**src/rtl/trapseq_pkg.sv**
```systemverilog
// Package: shared frame type, processor-state bit positions and the
// vector-address and trap-state helper functions of the trap sequencer.
package trapseq_pkg;
    localparam int PS_W      = 10;
    localparam int PS_AG     = 0;
    localparam int PS_IE     = 1;
    localparam int PS_PRIV   = 2;
    localparam int PS_AM     = 3;
    localparam int PS_PEF    = 4;
    localparam int PS_RED    = 5;
    localparam int PS_MM_LO  = 6;
    localparam int PS_TLE    = 8;
    localparam int PS_CLE    = 9;
    localparam int CWP_MAX_W = 5;
    localparam logic [8:0] TT_MISALIGN = 9'h034;

    typedef struct packed {
        logic [63:0]          pc;
        logic [63:0]          npc;
        logic [7:0]           ccr;
        logic [7:0]           asi;
        logic [PS_W-1:0]      ps;
        logic [CWP_MAX_W-1:0] cwp;
        logic [8:0]           tt;
    } tframe_t;

    // Processor-state word that a handler starts with.
    function automatic logic [PS_W-1:0] trap_pstate(input logic [PS_W-1:0] old,
                                                    input logic fpu);
        logic [PS_W-1:0] ps;
        ps                     = '0;
        ps[PS_MM_LO+1:PS_MM_LO] = old[PS_MM_LO+1:PS_MM_LO];
        ps[PS_TLE]             = old[PS_TLE];
        ps[PS_CLE]             = old[PS_TLE];
        ps[PS_PEF]             = fpu;
        ps[PS_PRIV]            = 1'b1;
        ps[PS_AG]              = 1'b1;
        return ps;
    endfunction

    // Handler entry address from the base, the nesting bit and the type.
    function automatic logic [63:0] vec_addr(input logic [48:0] base_hi,
                                             input logic nested,
                                             input logic [8:0] tt);
        return {base_hi, nested, tt, 5'b00000};
    endfunction
endpackage

```
**src/rtl/align_chk.sv**
```systemverilog
// Alignment checker: flags an access whose low address bits are not zero
// under the natural-alignment mask of its size. Assumes size codes
// 0..3 = 1..8 bytes and any larger code = 16 bytes.
module align_chk (
    input  logic       acc_valid,
    input  logic [2:0] acc_size,
    input  logic [3:0] acc_addr_lo,
    output logic       misal
);
    logic [3:0] mask;

    // Select the mask of address bits that must be zero for this size.
    always_comb begin
        case (acc_size)
            3'd0:    mask = 4'b0000;
            3'd1:    mask = 4'b0001;
            3'd2:    mask = 4'b0011;
            3'd3:    mask = 4'b0111;
            default: mask = 4'b1111;
        endcase
        misal = acc_valid && (|(acc_addr_lo & mask));
    end
endmodule

```
**src/rtl/cwp_adj.sv**
```systemverilog
// Window pointer adjust: produces the handler's window pointer from the
// trap type range. Assumes the window count is a power of two, so all
// sums wrap modulo the window count by width truncation.
module cwp_adj #(
    parameter int CWP_W = 3
) (
    input  logic [CWP_W-1:0] cwp,
    input  logic [CWP_W-1:0] cansave,
    input  logic [8:0]       tt,
    output logic [CWP_W-1:0] cwp_nxt
);
    // Pick the adjustment for clean, spill and fill types.
    always_comb begin
        if (tt == 9'h024)
            cwp_nxt = cwp + CWP_W'(1);
        else if (tt[8:6] == 3'b010)
            cwp_nxt = cwp + cansave + CWP_W'(2);
        else if (tt[8:6] == 3'b011)
            cwp_nxt = cwp - CWP_W'(1);
        else
            cwp_nxt = cwp;
    end
endmodule

```
**src/rtl/trap_stack.sv**
```systemverilog
// Per-level trap frame storage: one frame register per level 1..MAX_TL,
// written on a push, read combinationally by level. Level 0 reads zero.
module trap_stack
    import trapseq_pkg::*;
#(
    parameter int MAX_TL = 4,
    parameter int TL_W   = 3
) (
    input  logic            clk,
    input  logic            rst_n,
    input  logic            push_en,
    input  logic [TL_W-1:0] push_lvl,
    input  tframe_t         push_data,
    input  logic [TL_W-1:0] rd_lvl,
    output tframe_t         rd_data
);
    tframe_t frames [MAX_TL:1];

    for (genvar g = 1; g <= MAX_TL; g++) begin : g_lvl
        // Hold the frame pushed for level g.
        always_ff @(posedge clk) begin
            if (!rst_n)
                frames[g] <= '0;
            else if (push_en && push_lvl == TL_W'(g))
                frames[g] <= push_data;
        end
    end

    // Read the frame of the requested level.
    always_comb begin
        rd_data = '0;
        for (int i = 1; i <= MAX_TL; i++)
            if (rd_lvl == TL_W'(i))
                rd_data = frames[i];
    end
endmodule

```
**src/rtl/trap_seq.sv**
```systemverilog
// Trap entry sequencer top: accepts traps (external or from the alignment
// checker) and returns, keeps the trap level and base register, pushes and
// pops frames, and presents one registered state update per event.
// Assumes NWIN is a power of two between 2 and 32 and MAX_TL >= 1.
module trap_seq
    import trapseq_pkg::*;
#(
    parameter int MAX_TL  = 4,
    parameter int NWIN    = 8,
    parameter bit HAS_FPU = 1'b1,
    localparam int CWP_W  = $clog2(NWIN),
    localparam int TL_W   = $clog2(MAX_TL + 1)
) (
    input  logic             clk,
    input  logic             rst_n,
    input  logic             trap_req,
    input  logic [8:0]       trap_type,
    input  logic             ret_req,
    input  logic             acc_valid,
    input  logic [2:0]       acc_size,
    input  logic [3:0]       acc_addr_lo,
    input  logic [63:0]      cur_pc,
    input  logic [63:0]      cur_npc,
    input  logic [7:0]       cur_ccr,
    input  logic [7:0]       cur_asi,
    input  logic [PS_W-1:0]  cur_pstate,
    input  logic [CWP_W-1:0] cur_cwp,
    input  logic [CWP_W-1:0] cur_cansave,
    input  logic             tba_we,
    input  logic [63:0]      tba_wdata,
    output logic [63:0]      tba_q,
    output logic [TL_W-1:0]  tl_q,
    output logic [8:0]       tt_q,
    output logic             upd_valid,
    output logic             upd_kind,
    output logic [63:0]      upd_pc,
    output logic [63:0]      upd_npc,
    output logic [7:0]       upd_ccr,
    output logic [7:0]       upd_asi,
    output logic [PS_W-1:0]  upd_pstate,
    output logic [CWP_W-1:0] upd_cwp,
    output logic             error_mode
);
    logic             misal;
    logic             any_trap;
    logic             take_trap;
    logic             overflow;
    logic             take_ret;
    logic [8:0]       eff_tt;
    logic [CWP_W-1:0] cwp_new;
    logic [63:0]      vec;
    tframe_t          push_frame;
    tframe_t          top_frame;

    align_chk u_align (
        .acc_valid  (acc_valid),
        .acc_size   (acc_size),
        .acc_addr_lo(acc_addr_lo),
        .misal      (misal)
    );

    cwp_adj #(.CWP_W(CWP_W)) u_cwp (
        .cwp    (cur_cwp),
        .cansave(cur_cansave),
        .tt     (eff_tt),
        .cwp_nxt(cwp_new)
    );

    trap_stack #(.MAX_TL(MAX_TL), .TL_W(TL_W)) u_stack (
        .clk      (clk),
        .rst_n    (rst_n),
        .push_en  (take_trap),
        .push_lvl (tl_q + TL_W'(1)),
        .push_data(push_frame),
        .rd_lvl   (tl_q),
        .rd_data  (top_frame)
    );

    // Decide which event, if any, is taken this cycle and build the frame.
    always_comb begin
        any_trap  = trap_req || misal;
        eff_tt    = trap_req ? trap_type : TT_MISALIGN;
        take_trap = !error_mode && any_trap && (tl_q != TL_W'(MAX_TL));
        overflow  = !error_mode && any_trap && (tl_q == TL_W'(MAX_TL));
        take_ret  = !error_mode && !any_trap && ret_req && (tl_q != '0);
        vec       = vec_addr(tba_q[63:15], tl_q != '0, eff_tt);
        push_frame.pc  = cur_pc;
        push_frame.npc = cur_npc;
        push_frame.ccr = cur_ccr;
        push_frame.asi = cur_asi;
        push_frame.ps  = cur_pstate;
        push_frame.cwp = CWP_MAX_W'(cur_cwp);
        push_frame.tt  = eff_tt;
    end

    assign tt_q = top_frame.tt;

    // Trap level, error mode and base register.
    always_ff @(posedge clk) begin
        if (!rst_n) begin
            tl_q       <= '0;
            error_mode <= 1'b0;
            tba_q      <= '0;
        end else begin
            if (take_trap)
                tl_q <= tl_q + TL_W'(1);
            else if (take_ret)
                tl_q <= tl_q - TL_W'(1);
            if (overflow)
                error_mode <= 1'b1;
            if (tba_we)
                tba_q <= tba_wdata & ~64'h7FFF;
        end
    end

    // Registered state update presented to the core.
    always_ff @(posedge clk) begin
        if (!rst_n) begin
            upd_valid  <= 1'b0;
            upd_kind   <= 1'b0;
            upd_pc     <= '0;
            upd_npc    <= '0;
            upd_ccr    <= '0;
            upd_asi    <= '0;
            upd_pstate <= '0;
            upd_cwp    <= '0;
        end else begin
            upd_valid <= take_trap || take_ret;
            if (take_trap) begin
                upd_kind   <= 1'b0;
                upd_pc     <= vec;
                upd_npc    <= vec + 64'd4;
                upd_ccr    <= cur_ccr;
                upd_asi    <= cur_asi;
                upd_pstate <= trap_pstate(cur_pstate, HAS_FPU);
                upd_cwp    <= cwp_new;
            end else if (take_ret) begin
                upd_kind   <= 1'b1;
                upd_pc     <= top_frame.pc;
                upd_npc    <= top_frame.npc;
                upd_ccr    <= top_frame.ccr;
                upd_asi    <= top_frame.asi;
                upd_pstate <= top_frame.ps;
                upd_cwp    <= CWP_W'(top_frame.cwp);
            end
        end
    end

    AST_ENTRY_STEP: assert property (@(posedge clk) disable iff (!rst_n)
        upd_valid && !upd_kind |-> tl_q == TL_W'($past(tl_q) + TL_W'(1)));
    AST_RET_STEP: assert property (@(posedge clk) disable iff (!rst_n)
        upd_valid && upd_kind |-> tl_q == TL_W'($past(tl_q) - TL_W'(1)));
    AST_ENTRY_PSTATE: assert property (@(posedge clk) disable iff (!rst_n)
        upd_valid && !upd_kind |-> upd_pstate[PS_PRIV] && !upd_pstate[PS_IE]
            && upd_pstate[PS_AG] && !upd_pstate[PS_RED] && !upd_pstate[PS_AM]);
    AST_NPC_STEP: assert property (@(posedge clk) disable iff (!rst_n)
        upd_valid && !upd_kind |-> upd_npc == upd_pc + 64'd4);
    AST_ERR_STICKY: assert property (@(posedge clk) disable iff (!rst_n)
        error_mode |=> error_mode);
    AST_ERR_QUIET: assert property (@(posedge clk) disable iff (!rst_n)
        error_mode |-> !upd_valid && $stable(tl_q));
    AST_TBA_LOW: assert property (@(posedge clk) disable iff (!rst_n)
        tba_q[14:0] == 15'd0);
endmodule

```
**config.mk**
```make
export PLATFORM = sky130hd
export DESIGN_NAME = trap_seq
export DESIGN_NICKNAME = d
export VERILOG_FILES = /design/src/rtl/trapseq_pkg.sv /design/src/rtl/align_chk.sv /design/src/rtl/cwp_adj.sv /design/src/rtl/trap_stack.sv /design/src/rtl/trap_seq.sv
export SDC_FILE = /design/constraint.sdc
export NUM_CORES = 1
export LEC_CHECK = 0
export BUFFER_PORTS_ARGS = -buffer_cell sky130_fd_sc_hd__buf_2
export CORE_ASPECT_RATIO = 1.75
export CORE_MARGIN = 2
export CORE_UTILIZATION = 58
export CTS_BUF_LIST = sky130_fd_sc_hd__clkbuf_8 sky130_fd_sc_hd__clkbuf_16
export DETAILED_ROUTE_END_ITERATION = 16
export PLACE_DENSITY = 0.8
export SYNTH_ARGS = -nofsm -noshare
export SYNTH_HDL_FRONTEND = slang
export SYNTH_SLANG_ARGS = --single-unit
```
**constraint.sdc**
```tcl
create_clock -name clk -period 7.4 [get_ports clk]
set_input_delay 0.74 -clock clk [delete_from_list [all_inputs] [get_ports clk]]
set_output_delay 0.74 -clock clk [all_outputs]
set_load 0.1 [all_outputs]
```
---- After elaboration in Yosys (flattened, before gate mapping) ----
Memory sizes are Yosys's and may differ from the RTL's.
Index checks and enable logic that the tools add are counted.
storage, ports and cells
  flip-flop bits (word level) ............. 212
  output and inout bits ................... 236
  bits in writable memories ............... 664
  logic and storage cells ................. 102
  ROM bits ................................ 0
  memories ................................ 1
  bits in latches ......................... 0
  input bits .............................. 246
operators by class
  mux-type cells .......................... 40
  eq/ne operators ......................... 15
  add/subtract/negate cells ............... 7
  divide/modulo/power cells ............... 0
  $mul .................................... 0
  reductions and logical operators ........ 20
  $lt $le $gt $ge ......................... 0
  bitwise logic cells ..................... 6
  shifts and indexed selects .............. 0
memory list
  memory          words  width  read ports  clocked after Yosys merged registers in  write ports  RTL line          source
  u_stack.frames  4      166    4           0                                        4            trap_stack.sv:17  tframe_t frames [MAX_TL:1];
operators with widths
  cell                                               count
  2-to-1 mux 168 bit                                 4
  2-to-1 mux 166 bit                                 4
  2-to-1 mux 64 bit                                  4
  adder 64 x 3 -> 64 bit (second input constant)     1
  2-to-1 mux 8 bit                                   4
  == test 3 x 2 -> 1 bit (second input constant)     8
  2-to-1 mux 3 bit                                   7
  2-to-1 mux 10 bit                                  2
  one-hot mux 4 bit (4 select lines)                 1
  2-to-1 mux 1 bit                                   13
  logical AND 1 bit                                  11
  == test 3 x 1 -> 1 bit (second input constant)     3
  == test 9 x 6 -> 1 bit (second input constant)     1
  2-to-1 mux 9 bit                                   1
  adder 3 x 1 -> 3 bit (second input constant)       2
  == test 3 bit (second input constant)              2
  subtractor 3 x 1 -> 3 bit (second input constant)  2
  bitwise AND 4 bit                                  1
  bitwise OR 1 bit                                   4
  OR reduction 4 bit                                 1
  adder 3 x 2 -> 3 bit (second input constant)       1
  adder 3 bit                                        1
  zero test 3 bit                                    1
  inequality test 3 bit (second input constant)      1
  6 further kinds                                    8

---- Logic depth before layout (Yosys ltp) ----
  depth after elaboration ................. 13
  depth in mapped cells ................... 11
  mapped depth without buffers ............ 9

---- Cells and area by module ----
From an unflattened synthesis, not the netlist that was laid out.
unflattened totals
  cells, all modules ...................... 3498
  area, all modules ....................... 40388.7 µm²
by module, submodules not included
  module      area an instance (µm²)  instances  cells each  seq. area each (µm²)
  trap_stack  31999.4                 1          2474        20179.4
  trap_seq    8101.5                  1          984         4244.1
  cwp_adj     245.2                   1          34          0.0
  align_chk   42.5                    1          6           0.0

---- Worst setup path before layout ----
Ideal clock, no wire load.
  path kind ............................... reg2reg
  start ................................... register tl_q[0]
  end ..................................... register u_stack.frames[0][166] (netlist name)
  slack ................................... 0.389 ns
  data arrival time ....................... 6.479 ns
  stages on the path, launching flop included .. 10
  setup time .............................. 0.532 ns
  clock period less this slack ............ 7.011 ns
  required time ........................... 6.868 ns
  path buffers ............................ 3
  path through ............................ dfxtp_1 > inv_1 > ha_1 > and2_1 > clkbuf_1 > a211oi_1 > buf_2 > buf_1 > nand3_1 > nand2_1
RTL lines
  item                      RTL line         source
  start: declaration        trap_seq.sv:32   output logic [TL_W-1:0] tl_q,
  start signal: assignment  trap_seq.sv:106  tl_q <= tl_q + TL_W'(1);
  start signal: assignment  trap_seq.sv:108  tl_q <= tl_q - TL_W'(1);

---- Worst setup path in the final report ----
  start ................................... register tl_q[2]
  end ..................................... output tt_q[2]
on the way
  cells in the longest elaborated chain, start to end .. 5
  elaborated cells between the ends (all ways) .. 8
  classes of those cells .................. 4 x eq/ne; 4 x mux
RTL lines
  item                             RTL line          source
  == test 3 x 1 -> 1 bit           trap_stack.sv:33  if (rd_lvl == TL_W'(i))
  2-to-1 mux 168 bit (3 in a row)  trap_stack.sv:33
  2-to-1 mux 168 bit *             trap_stack.sv:33
  end: declaration                 trap_seq.sv:33    output logic [8:0] tt_q,
Mark *: on every way between the ends. The rest lies on a longest branch, timed or not.

==> impl_metrics.csv <==
group,metric,value,unit
outcome,status,"complete, no violations",
setup_path,crit_arrival,4.17,ns
timing,clock_skew,0.02713,ns
grt,grt_max_degree,186,
power,p_per_area,329.2,mW/mm²
grt,antenna_found_initial,39,
clock_network,cts_max_level,3,
setup_path,worstPathBufferInverterCount,4,
drt,ant_nets,0,
grt,grt_pass1_wl,160800,µm
synth,async_flop_share,0,
place,place_congestion,0.8209,
synth,ys_seq_area_frac,0.6436,
synth,ys_types,53,
clock_network,post_cts_buffers,0,
drt,vias,27017,
setup_path,cp_max_fo,64,
place,placed_cell_area,0.04012,mm²
floorplanning,rows,123,
power,p_leak,16.55,nW
synth,ys_ff_latch,876,
floorplanning,die_h,340.7,µm
layout,final_nets,3696,
timing,hold_viol,0,
clock_network,ctsResizeCount,0,
timing,period_needed,4.913,ns
layout,fin_area,0.04287,mm²
place,dp_slack,2.851,ns
setup_path,crit_cells,7,
clock_network,hold_buffers,0,
clock_network,numCtsBuffers,79,
drt,drt-vias-per-instance,6.224,
layout,drive_gt1_frac,0.1838,
timing,fin_crit_sh,0.6639,
floorplanning,ioPinCount,482,
synth,synth_edf_count,664,
layout,layout_common_cells,"edfxtp_1 (664), and2_1 (617), buf_2 (450), o21ai_0 (251), dfxtp_1 (212)",
timing,finalSetupViolations,0,
setup_path,crit_type,"register to output pin",
setup_path,required,6.66,ns
clock_network,path_clk_slew,0.07,ns
timing,tightest_slew,1.196,ns
drt,wl_per_cell,24.97,µm
setup_path,crit_path_cell_trace,"buf_4 -> inv_1 -> ha_4 -> inv_2 -> o21ai_0 -> o21ai_0 -> buf_2",
layout,area_delta_synth_final,14.10,%
worst_hold_path,whs_path_depth,3,
timing,relSlewSlack,0.2028,
floorplanning,die_w,196.4,µm
setup_path,reg2regPathDepth,9,
worst_hold_path,holdCritPathClass,"input pin to register",
timing,maxClockFrequency,203.6,MHz
clock_network,clockRootBuffer,"clkbuf_16",
setup_path,path_delay_family,"buffers and inverters",
clock_network,cts_tree,"yes",
synth,synth_warnings,0,
power,peakVddDrop,0.2693,mV
synth,ys.flop_type,"edfxtp_1",
clock_network,clk_path_buf_depth,3,
drt,wl,108400,µm
timing,fin_setup_tns,0,ns
drt,first_iter_violations,2353,
grt,overflow,0,
synth,syn_area,0.03757,mm²
drt,dr.pass1.iters,5,
setup_path,crit_top_cell,"o21ai_0",
timing,timing.final.ws_setup,2.487,ns
job,cap_violations,0,
floorplanning,core,0.06418,mm²
setup_path,setup.worst_path.end_class,"output pin",
synth,syn_inst,3145,
setup_path,crit_path_top_delay_cell,"inv_2",
synth,syn_area_per_cell,11.95,µm²
grt,grt_usage,0.3197,
timing,final_max_slew_viol_count,0,
timing,rsz0062_at_grt,"no",
clock_network,cts_sinks,876,
timing,hold_slack,0.3461,ns
setup_path,start_kind,"register",
place,dp_hpwl,62190,µm
layout,final_common_cell,"edfxtp_1",
clock_network,clk_latency,0.64,ns
setup_path,cp_slowest_stage_delay,0.77,ns
place,port_buffers,451,
grt,grt_pass1_vias,26567,
layout,fin_util,0.6681,
floorplanning,dieArea,0.06692,mm²
drt,drc,0,
floorplanning,start_util,0.5855,
## cells in the mapped netlist, types with 2 or more instances
cell type,n,share of area
edfxtp_1,664,0.53
and2_1,618,0.10
o21ai_0,251,0.033
clkbuf_1,214,0.021
dfxtp_1,212,0.11
nand2_1,168,0.017
nor2_1,122,0.012
nor3_1,106,0.014
a211oi_1,101,0.020
a22oi_1,90,0.018
a221oi_1,81,0.019
o211ai_1,79,0.016
a21oi_1,64,0.0085
mux2i_1,49,0.013
nand3_1,48,0.0064
a2bb2oi_1,38,0.0089
buf_2,33,0.0044
buf_4,30,0.0060
inv_1,26,0.0026
a31oi_1,20,0.0033
buf_1,18,0.0018
a221o_1,15,0.0040
ha_1,14,0.0047
nand2b_1,11,0.0018
nor4bb_1,11,0.0029
and3b_1,10,0.0023
o311ai_0,10,0.0023
o31ai_1,4,0.00080
or3_1,4,0.00067
a211o_1,3,0.00070
nor2b_1,3,0.00050
nor3_4,3,0.0013
nand4_1,2,0.00033
o21a_1,2,0.00040
o31a_1,2,0.00047
xnor2_1,2,0.00047
## flip-flops by register name (all words and copies together), names as in the netlist
register	cells
error_mode	1
tba_q	49
tl_q	3
u_stack.frames	664
upd_asi	8
upd_ccr	8
upd_cwp	3
upd_kind	1
upd_npc	64
upd_pc	64
upd_pstate	10
upd_valid	1
## power breakdown
group          internal [W]  switching [W]  total (W)
sequential          0.00609       0.000226    0.00632
combinational      0.000782        0.00276    0.00354
clock               0.00241        0.00184    0.00425
total               0.00929        0.00483     0.0141
## metrics by stage
step	std cells	total power [W]
after CTS	4315	0.01413
after global placement	4167	0.009854
after global routing	4336	0.01455
after floorplan	3159	0.009013
final	4341	0.01411
after detailed placement	4167	0.009939
## worst paths after layout
kind,from,end,slack [ns]
setup / recovery,tl_q[2],tt_q[2],2.49
hold reg to reg,upd_npc[13],upd_npc[13],0.47
hold / removal,tba_wdata[42],tba_q[42],0.35
setup reg to reg,tl_q[0],upd_npc[10],2.87
## final cells by class
class	count	area, µm²
tap	812	1016
inverter	26	100.1
timing repair buffer	493	2650
antenna	26	65.06
multi-input combinational	1960	12170
fill	4722	21300
clock inverter	55	454.2
sequential	876	24180
clock buffer	93	2237
## kinds of logic after synthesis
kind of cell | Yosys count | share of synthesized area
AO/OA/AOI/OAI | 765 | 0.1370
flip-flops | 876 | 0.6436
adder cells (fa/ha/maj) | 14 | 0.004662
XOR/XNOR | 3 | 0.0006994
AND/OR/NAND/NOR | 1114 | 0.1643
buffers and inverters | 323 | 0.03660
multiplexers | 49 | 0.01305
other | 1 | 0.00009980
## tightest hold or removal path: cells and delay by family
family	cells	cell delay, ns
muxes	1	0.05
buffers and inverters	1	0.08
and+or+nand+nor	1	0.08
## metal layers
layer / vias to the layer above / track usage / wire length [µm]
li1: 12096 / - / -
met1: 13176 / 0.3822 / 39230
met2: 1425 / 0.5343 / 53080
met3: 288 / 0.07590 / 10210
met4: 32 / 0.1744 / 5671
met5: - / 0 / 202
No activity file was read; power rests on OpenSTA's default activity.
